--- src/rtl/sine_pkg.sv ---
package sine_pkg;
  // rotation datapath geometry
  localparam int CW       = 20;  // x/y width
  localparam int CFRAC    = 17;  // x/y fraction bits (1.0 = 2^17)
  localparam int ZW       = 22;  // residual angle width
  localparam int ZQUART   = 18;  // log2 of a quarter turn in angle units
  localparam int MAX_ITER = 20;
  localparam int IDX_W    = 5;
  localparam logic signed [CW-1:0] GAIN_INV = 20'sd79594; // 0.60725 * 2^17

  typedef struct packed {
    logic signed [CW-1:0] x;
    logic signed [CW-1:0] y;
    logic signed [ZW-1:0] z;
    logic [1:0]           quad;
  } cordic_t;

  typedef struct packed {
    logic             load;     // take a new seed
    logic             step;     // advance rotation state
    logic             capture;  // load result register
    logic [IDX_W-1:0] idx;      // iteration number (folded form)
  } ctrl_t;

  // arctan(2^-i) with a full turn equal to 2^20 units
  function automatic logic signed [ZW-1:0] atanStep(input int unsigned i);
    case (i)
      0:  return 22'sd131072;
      1:  return 22'sd77376;
      2:  return 22'sd40884;
      3:  return 22'sd20753;
      4:  return 22'sd10417;
      5:  return 22'sd5213;
      6:  return 22'sd2607;
      7:  return 22'sd1304;
      8:  return 22'sd652;
      9:  return 22'sd326;
      10: return 22'sd163;
      11: return 22'sd81;
      12: return 22'sd41;
      13: return 22'sd20;
      14: return 22'sd10;
      15: return 22'sd5;
      16: return 22'sd3;
      17: return 22'sd1;
      18: return 22'sd1;
      default: return '0;
    endcase
  endfunction

  function automatic cordic_t microRotate(input cordic_t s, input int unsigned i);
    cordic_t r;
    r = s;
    if (!s.z[ZW-1]) begin
      r.x = s.x - (s.y >>> i);
      r.y = s.y + (s.x >>> i);
      r.z = s.z - atanStep(i);
    end else begin
      r.x = s.x + (s.y >>> i);
      r.y = s.y - (s.x >>> i);
      r.z = s.z + atanStep(i);
    end
    return r;
  endfunction
endpackage

--- src/rtl/sine_ctrl.sv ---
module sine_ctrl
  import sine_pkg::*;
#(
  parameter int ITER      = 16,
  parameter bit PIPELINED = 1'b1,
  parameter bit OUT_REG   = 1'b0
) (
  input  logic  clk,
  input  logic  rst,
  input  logic  inValid,
  output logic  inReady,
  input  logic  outReady,
  output logic  outValid,
  output ctrl_t ctrl
);
  logic coreValid;
  logic downFree;
  logic accept;

  // optional result stage
  if (OUT_REG) begin : g_oreg
    logic outVld;
    always_ff @(posedge clk) begin
      if (rst)           outVld <= 1'b0;
      else if (downFree) outVld <= coreValid;
    end
    assign downFree = outReady | ~outVld;
    assign outValid = outVld;
  end else begin : g_nooreg
    assign downFree = outReady;
    assign outValid = coreValid;
  end

  if (PIPELINED) begin : g_pipe
    logic [ITER-1:0] vld;
    logic            adv;
    assign adv       = downFree | ~coreValid;
    assign inReady   = adv;
    assign accept    = inValid & adv;
    assign coreValid = vld[ITER-1];
    always_ff @(posedge clk) begin
      if (rst)      vld <= '0;
      else if (adv) vld <= {vld[ITER-2:0], accept};
    end
    assign ctrl.load    = accept;
    assign ctrl.step    = adv;
    assign ctrl.capture = downFree;
    assign ctrl.idx     = '0;
  end else begin : g_iter
    logic             busy;
    logic             done;
    logic [IDX_W-1:0] cnt;
    assign coreValid = done;
    assign inReady   = ~busy & (~done | downFree);
    assign accept    = inValid & inReady;
    always_ff @(posedge clk) begin
      if (rst) begin
        busy <= 1'b0;
        done <= 1'b0;
        cnt  <= '0;
      end else if (accept) begin
        busy <= 1'b1;
        done <= 1'b0;
        cnt  <= IDX_W'(1);
      end else if (busy) begin
        cnt <= cnt + 1'b1;
        if (cnt == IDX_W'(ITER-1)) begin
          busy <= 1'b0;
          done <= 1'b1;
        end
      end else if (done && downFree) begin
        done <= 1'b0;
      end
    end
    assign ctrl.load    = accept;
    assign ctrl.step    = busy;
    assign ctrl.capture = downFree;
    assign ctrl.idx     = cnt;
  end
endmodule

--- src/rtl/sine_datapath.sv ---
module sine_datapath
  import sine_pkg::*;
#(
  parameter int PHASE_W   = 16,
  parameter int OUT_W     = 16,
  parameter int ITER      = 16,
  parameter bit PIPELINED = 1'b1,
  parameter bit OUT_REG   = 1'b0
) (
  input  logic                      clk,
  input  ctrl_t                     ctrl,
  input  logic        [PHASE_W-1:0] phase,
  output logic signed [OUT_W-1:0]   sineOut
);
  localparam int RES_W = PHASE_W - 2;
  localparam int DROP  = CFRAC - (OUT_W - 2);
  localparam logic signed [CW-1:0] HALF_LSB = CW'(1 << (DROP - 1));
  localparam logic signed [CW-1:0] UNITY    = CW'(1 << (OUT_W - 2));

  cordic_t seedVal;
  cordic_t fin;

  // quadrant split: rotate by the residual inside the quadrant
  always_comb begin
    seedVal.x    = GAIN_INV;
    seedVal.y    = '0;
    seedVal.z    = ZW'(phase[RES_W-1:0]) << (ZQUART - RES_W);
    seedVal.quad = phase[PHASE_W-1 -: 2];
  end

  if (PIPELINED) begin : g_unrolled
    for (genvar k = 0; k < ITER; k++) begin : g_stage
      cordic_t q;
      if (k == 0) begin : g_first
        always_ff @(posedge clk)
          if (ctrl.load) q <= microRotate(seedVal, k);
      end else begin : g_next
        always_ff @(posedge clk)
          if (ctrl.step) q <= microRotate(g_stage[k-1].q, k);
      end
    end
    assign fin = g_stage[ITER-1].q;
    logic unusedIdx;
    assign unusedIdx = ^ctrl.idx;
  end else begin : g_folded
    cordic_t acc;
    always_ff @(posedge clk) begin
      if (ctrl.load)      acc <= microRotate(seedVal, 0);
      else if (ctrl.step) acc <= microRotate(acc, ctrl.idx);
    end
    assign fin = acc;
  end

  // quadrant restore, rounding and clamp
  logic signed [CW-1:0]    picked;
  logic signed [CW-1:0]    rounded;
  logic signed [CW-1:0]    clamped;
  logic signed [OUT_W-1:0] resNext;
  logic                    unusedAngle;
  assign unusedAngle = ^fin.z;

  always_comb begin
    case (fin.quad)
      2'd0:    picked = fin.y;
      2'd1:    picked = fin.x;
      2'd2:    picked = -fin.y;
      default: picked = -fin.x;
    endcase
    rounded = (picked + HALF_LSB) >>> DROP;
    if (rounded > UNITY)       clamped = UNITY;
    else if (rounded < -UNITY) clamped = -UNITY;
    else                       clamped = rounded;
    resNext = clamped[OUT_W-1:0];
  end

  if (OUT_REG) begin : g_oreg
    always_ff @(posedge clk)
      if (ctrl.capture) sineOut <= resNext;
  end else begin : g_nooreg
    assign sineOut = resNext;
    logic unusedCap;
    assign unusedCap = ctrl.capture;
  end
endmodule

--- src/rtl/sine_stream.sv ---
module sine_stream
  import sine_pkg::*;
#(
  parameter int PHASE_W   = 16,
  parameter int OUT_W     = 16,
  parameter int ITER      = 16,
  parameter bit PIPELINED = 1'b1,
  parameter bit OUT_REG   = 1'b0
) (
  input  logic                      clk,
  input  logic                      rst,
  input  logic                      inValid,
  output logic                      inReady,
  input  logic        [PHASE_W-1:0] phase,
  output logic                      outValid,
  input  logic                      outReady,
  output logic signed [OUT_W-1:0]   sineOut
);
  ctrl_t ctrl;

  sine_ctrl #(
    .ITER(ITER), .PIPELINED(PIPELINED), .OUT_REG(OUT_REG)
  ) u_ctrl (
    .clk(clk), .rst(rst), .inValid(inValid), .inReady(inReady),
    .outReady(outReady), .outValid(outValid), .ctrl(ctrl)
  );

  sine_datapath #(
    .PHASE_W(PHASE_W), .OUT_W(OUT_W), .ITER(ITER),
    .PIPELINED(PIPELINED), .OUT_REG(OUT_REG)
  ) u_dp (
    .clk(clk), .ctrl(ctrl), .phase(phase), .sineOut(sineOut)
  );
endmodule

--- config.mk ---
export PLATFORM = sky130hd
export DESIGN_NAME = sine_stream
export DESIGN_NICKNAME = d
export VERILOG_FILES = /design/src/rtl/sine_pkg.sv /design/src/rtl/sine_ctrl.sv /design/src/rtl/sine_datapath.sv /design/src/rtl/sine_stream.sv
export SDC_FILE = /design/constraint.sdc
export NUM_CORES = 2
export LEC_CHECK = 0
export CAP_MARGIN = 5
export CORE_MARGIN = 8
export CORE_UTILIZATION = 45
export DETAILED_ROUTE_END_ITERATION = 10
export DONT_BUFFER_PORTS = 1
export HOLD_SLACK_MARGIN = 0.08
export PLACE_DENSITY = 0.65
export SKIP_LAST_GASP = 1
export SLEW_MARGIN = 20
export SYNTH_ARGS = -nofsm -noshare
export SYNTH_HDL_FRONTEND = slang
export SYNTH_SLANG_ARGS = --single-unit
--- constraint.sdc ---
create_clock -name clk -period 32.8 [get_ports clk]
set_input_delay 1.64 -clock clk [delete_from_list [all_inputs] [get_ports clk]]
set_output_delay 1.64 -clock clk [all_outputs]
set_load 0.01 [all_outputs]
### Word-level counts from Yosys, hierarchy flattened

Cells that the tools add are included.

| storage, ports and cells | value |
|---|---|
| bits of input ports | 20 |
| memories | 0 |
| latch bits | 0 |
| bits in writable memories | 0 |
| memory bits (read-only) | 0 |
| output and inout port bits | 18 |
| flip-flop bits (word level) | 975 |
| logic and storage cells | 239 |

| operators by class | value |
|---|---|
| muxes and demuxes | 79 |
| multipliers | 0 |
| magnitude comparators | 2 |
| reduce and logical (&&, ||, !) cells | 1 |
| eq/ne operators | 2 |
| add/sub/neg operators | 90 |
| shifts and indexed selects | 0 |
| div/mod/pow operators | 0 |
| bitwise operators | 3 |

Operators by type and width:

| operator | count |
|---|---|
| 22-bit two-way mux | 61 |
| 62-bit two-way mux | 14 |
| 22-bit adder | 15 |
| 22-bit subtractor | 15 |
| 20-bit by 16-bit adder with 20-bit output | 3 |
| 20-bit one-hot mux with 3 select lines | 1 |
| 20-bit by 16-bit subtractor with 20-bit output | 3 |
| 59-bit two-way mux | 1 |
| 20-bit by 10-bit adder with 20-bit output | 2 |
| 20-bit by 11-bit adder with 20-bit output | 2 |
| 20-bit by 12-bit adder with 20-bit output | 2 |
| 20-bit by 13-bit adder with 20-bit output | 2 |
| 20-bit by 14-bit adder with 20-bit output | 2 |
| 20-bit by 15-bit adder with 20-bit output | 2 |
| 20-bit by 17-bit adder with 20-bit output | 2 |
| 20-bit by 5-bit adder with 20-bit output | 2 |
| 20-bit by 6-bit adder with 20-bit output | 2 |
| 20-bit by 7-bit adder with 20-bit output | 2 |
| 20-bit by 8-bit adder with 20-bit output | 2 |
| 20-bit by 9-bit adder with 20-bit output | 2 |
| 20-bit negation | 2 |
| 20-bit by 10-bit subtractor with 20-bit output | 2 |
| 20-bit by 11-bit subtractor with 20-bit output | 2 |
| 20-bit by 12-bit subtractor with 20-bit output | 2 |
| 22 further kinds | 32 |

### Logic depth before layout (Yosys ltp)

| depth | value |
|---|---|
| word-level depth | 6 |
| mapped depth | 18 |
| depth with buffers taken out | 18 |

### Modules after synthesis

A second synthesis with hierarchy kept.

| unflattened totals | value |
|---|---|
| cell total of the unflattened synthesis | 7,080 |
| area total of the unflattened synthesis | 69,710.6 um^2 |

Modules (own cells, without submodules):

| module | seq. area each (um^2) | area an instance (um^2) | times used | cells an instance |
|---|---|---|---|---|
| sine_datapath | 26,245.2 | 69,026.2 | 1 | 7,017 |
| sine_ctrl | 320.3 | 684.4 | 1 | 63 |

### Worst setup path before layout

Ideal clock, no wire load.

| timing path | value |
|---|---|
| path type | in2out |
| start | input port outReady |
| end | output port inReady |
| data arrival time | 25.299 ns |
| slack | 5.861 ns |
| path buffers | 2 |
| data required time | 31.160 ns |
| cell stages on the path | 4 |
| cell sequence | nor2b_1 > clkbuf_1 > inv_1 > clkbuf_1 |

| between the ends | value |
|---|---|
| cells in the longest elaborated chain, start to end | 1 |

Ends and longest elaborated chain:

| item | line | text |
|---|---|---|
| start: declaration | sine_stream.sv:16 | `input logic outReady,` |
| 1-bit bitwise OR | sine_ctrl.sv:37 | `assign adv = downFree \| ~coreValid;` |
| end: declaration | sine_stream.sv:13 | `output logic inReady,` |

No other way between the ends.

### Final worst setup path

| timing path | value |
|---|---|
| start | register u_dp.g_unrolled.g_stage[15].q, in the netlist u_dp.fin[24] |
| end | output port sineOut[1] |

| between the ends | value |
|---|---|
| cells in the longest elaborated chain, start to end | 6 |

Ends and longest elaborated chain:

| item | line | text |
|---|---|---|
| start: declaration | sine_datapath.sv:33 | `cordic_t q;` |
| start signal: assignment | sine_datapath.sv:39 | `if (ctrl.step) q <= microRotate(g_stage[k-1].q, k);` |
| 20-bit negation | sine_datapath.sv:66 | `2'd2: picked = -fin.y;` |
| 20-bit one-hot mux with 3 select lines * | sine_datapath.sv:63 | `case (fin.quad)` |
| 20-bit by 4-bit adder with 20-bit output * | sine_datapath.sv:69 | `rounded = (picked + HALF_LSB) >>> DROP;` |
| 17-bit by 15-bit less-than comparator with 1-bit output | sine_datapath.sv:71 | `else if (rounded < -UNITY) clamped = -UNITY;` |
| 16-bit two-way mux | sine_datapath.sv:71 |  |
| 16-bit two-way mux * | sine_datapath.sv:70 | `if (rounded > UNITY) clamped = UNITY;` |
| end: declaration | sine_stream.sv:17 | `output logic signed [OUT_W-1:0] sineOut` |

Every way passes the cells marked *; elsewhere a longest branch is shown, timed or not.

==> flow_summary.json <==
{
  "status": "completed",
  "antenna_cells": 0,
  "r2r_setup_slack_ns": 27.79,
  "floorplan.die_area_sq_um": 164000,
  "layout-drive-gt1-share_pct": 4.59,
  "cp.arrival_ns": 4.89,
  "critPathKind": "flip-flop to primary output",
  "grt_max_degree": 186,
  "dp_hpwl_um": 118000,
  "skew_ns": 0.0663,
  "syn2layout_area_growth_pct": 8.83,
  "die_h_um": 405,
  "num_rows": 142,
  "hold_path_depth": 0,
  "core_sq_um": 150000,
  "synth-edff-count": 874,
  "nets": 7857,
  "grt_usage_pct": 18.0,
  "drtIter0Drc": 3263,
  "hold_buffers": 0,
  "via_count": 50800,
  "synth_flop_cell": "edfxtp_1",
  "ys_warn_count": 0,
  "period_minus_slack_ns": 6.53,
  "r2r-start": "u_dp.g_unrolled.g_stage[12].q[23]",
  "worstMarginPinSlew_ns": 1.10,
  "io_pins": 38,
  "cts_tree": "built",
  "min_from": "u_dp.g_unrolled.g_stage[5].q[1]",
  "port_buffers": 0,
  "die_x_um": 405,
  "grt_pass1_vias": 48100,
  "syn_nets": 7804,
  "slew_headroom_pct": 25.8,
  "grt_pass1_wl_um": 246000,
  "antenna_left": 0,
  "drc": 0,
  "drt_wl_total_um": 152000,
  "synth-seq-cells": 890,
  "antenna_found_initial": 0,
  "cts_resized": 0,
  "async_flop_share_pct": 0,
  "initial_core_util_pct": 45.4,
  "wire_per_inst_um": 16.8,
  "cts-root-buf": "clkbuf_16",
  "avgViaCountPerCell": 5.60,
  "first_pass_iters": 5,
  "synthesis.instances": 6925,
  "clock_latency_ns": 0.75,
  "final_hold_viol_count": 0,
  "clockBufferDepth": 3,
  "path_clk_slew_ns": 0.06,
  "hold_end": "u_dp.g_unrolled.g_stage[6].q[1]",
  "overflow": 0,
  "worstPathRequired_ns": 31.16,
  "synth_cell_types": 85,
  "finalSetupViolCount": 0,
  "drv_cap": 0,
  "postCtsSetupRepairBufs": 0,
  "report.final.slew_viol_count": 0,
  "hp-class": "flip-flop to flip-flop",
  "clock_sinks": 890,
  "synth_area_per_cell_sq_um": 9.84,
  "startpoint_type": "flip-flop",
  "rsz0062_at_grt": "no",
  "critPathMaxFanout": 14,
  "place.gp.congestion": 0.880,
  "reg2reg_depth": 13,
  "cp-end-kind": "primary output",
  "netlist_area_sq_um": 68100,
  "ys_seq_area_share_pct": 39.0,
  "setup_tns_ns": 0,
  "r2r-end": "u_dp.g_unrolled.g_stage[13].q[63]",
  "fmax_mhz": 153,
  "htree_levels": 3,
  "period_share_pct": 19.9,
  "numCtsBuffers": 103
}
==> placed cells by master, fill, tap and decap left out, types with 61 or more instances in the layout <==
cell	count
a21o_1	126
a21oi_1	541
a31oi_1	89
and3_1	86
clkbuf_16	105
edfxtp_1	874
ha_1	823
inv_1	294
nand2_1	408
nand2b_1	62
nand3_1	174
nor2_1	721
nor2b_1	153
nor3_1	388
o211ai_1	81
o21a_1	61
o21ai_0	372
xnor2_1	640
xor2_1	229
==> synth_stat cells (13+ instances only) <==
cell / number / area, sq um
or3_1: 50 / 313
fa_1: 36 / 721
nand2_1: 408 / 1530
a21o_1: 126 / 946
a41o_1: 14 / 140
a21oi_1: 541 / 2710
nand2b_1: 62 / 388
o21bai_1: 50 / 375
or2_2: 40 / 250
a31oi_1: 89 / 557
o211ai_1: 81 / 608
xor2_1: 229 / 2010
nand3_1: 174 / 871
and3_1: 86 / 538
nor3_1: 388 / 1940
buf_1: 14 / 52.6
o21ai_0: 372 / 1860
edfxtp_1: 874 / 26200
mux2_2: 30 / 338
clkbuf_1: 69 / 259
nor4_1: 36 / 225
nor2_1: 721 / 2710
xnor2_1: 640 / 5610
nor2b_1: 153 / 957
and2_1: 13 / 81.3
o31ai_1: 30 / 225
ha_1: 823 / 10300
o41ai_1: 41 / 359
a31o_2: 31 / 272
a2111oi_0: 14 / 123
mux2i_1: 36 / 360
or4_1: 22 / 165
a211oi_1: 50 / 375
o21a_1: 61 / 458
o2111ai_1: 18 / 158
a21boi_0: 34 / 255
inv_1: 297 / 1110
dfxtp_1: 16 / 320
==> worst max-delay path by stage <==
| stage | slack, ns | cells past startpoint | from | to |
|---|---|---|---|---|
| after global placement | 26.95 | 10 | u_dp.fin[24] | sineOut[3] |
| final | 26.27 | 10 | u_dp.fin[24] | sineOut[1] |
| after global routing | 25.96 | 10 | u_dp.fin[24] | sineOut[0] |
| after floorplan | 5.86 | 4 | outReady | inReady |
| after detailed placement | 27.02 | 10 | u_dp.fin[24] | sineOut[2] |
| after CTS | 26.20 | 10 | u_dp.fin[24] | sineOut[2] |
==> sequential cells by signal, summed over array words and instances (netlist names) <==
name and cells:
u_dp.g_unrolled.g_stage.q 832, u_dp.fin 42, u_ctrl.g_pipe.vld 16
==> layout make-up <==
type	instances	area, sq um
clock buffers	127	2750
fillers	13600	76000
well taps	2016	2520
flip-flops and latches	890	26600
multi-input cells	5649	40100
repair buffers	34	288
clock inverters	65	773
inverters	300	1130
==> per-stage QoR <==
stage	cells	area (sq um)	util (%)	hold slack (ns)	setup WS, ns
3_3_place_gp	8888	70600	47.0	0.400	26.95
6_report	9081	74100	49.4	0.409	26.27
5_1_grt	9081	74100	49.4	0.419	25.96
4_1_cts	9080	74100	49.4	0.419	26.20
2_1_floorplan	6925	68100	-	0.400	5.86
3_5_place_dp	8888	70600	47.0	0.405	27.02
==> routing by layer <==
metal | wire (um) | GRT usage [%] | up-vias
met1 | 69500 | 23.4 | 23900
met5 | 0 | 0 | -
li1 | - | - | 25800
met3 | 5680 | 2.32 | 238
met4 | 4810 | 5.60 | 0
met2 | 72400 | 31.2 | 907
==> critical path, cell delays in order (launching register included) <==
cell      delay (ns)
edfxtp_1        0.41
or4_1           0.76
or4_1           0.69
nor4_1          0.29
o22ai_1         0.17
a211oi_4        0.41
nand4_4         0.20
or4_1           0.53
a21oi_1         0.17
o32a_2          0.37
nor2_1          0.15
==> cell families after synthesis <==
group	Yosys count	share of synthesized area [%]
adders and majority gates	859	16.2
buffers and inverters	386	2.15
AOI/OAI and AO/OA	1639	15.0
muxes	69	1.12
and+or+nand+nor	2213	15.4
xor gates and xnor gates	869	11.2
DFF	890	39.0
Power is not shown: default switching activity piles up to over one toggle a cycle in this logic, so the estimate is an artifact.
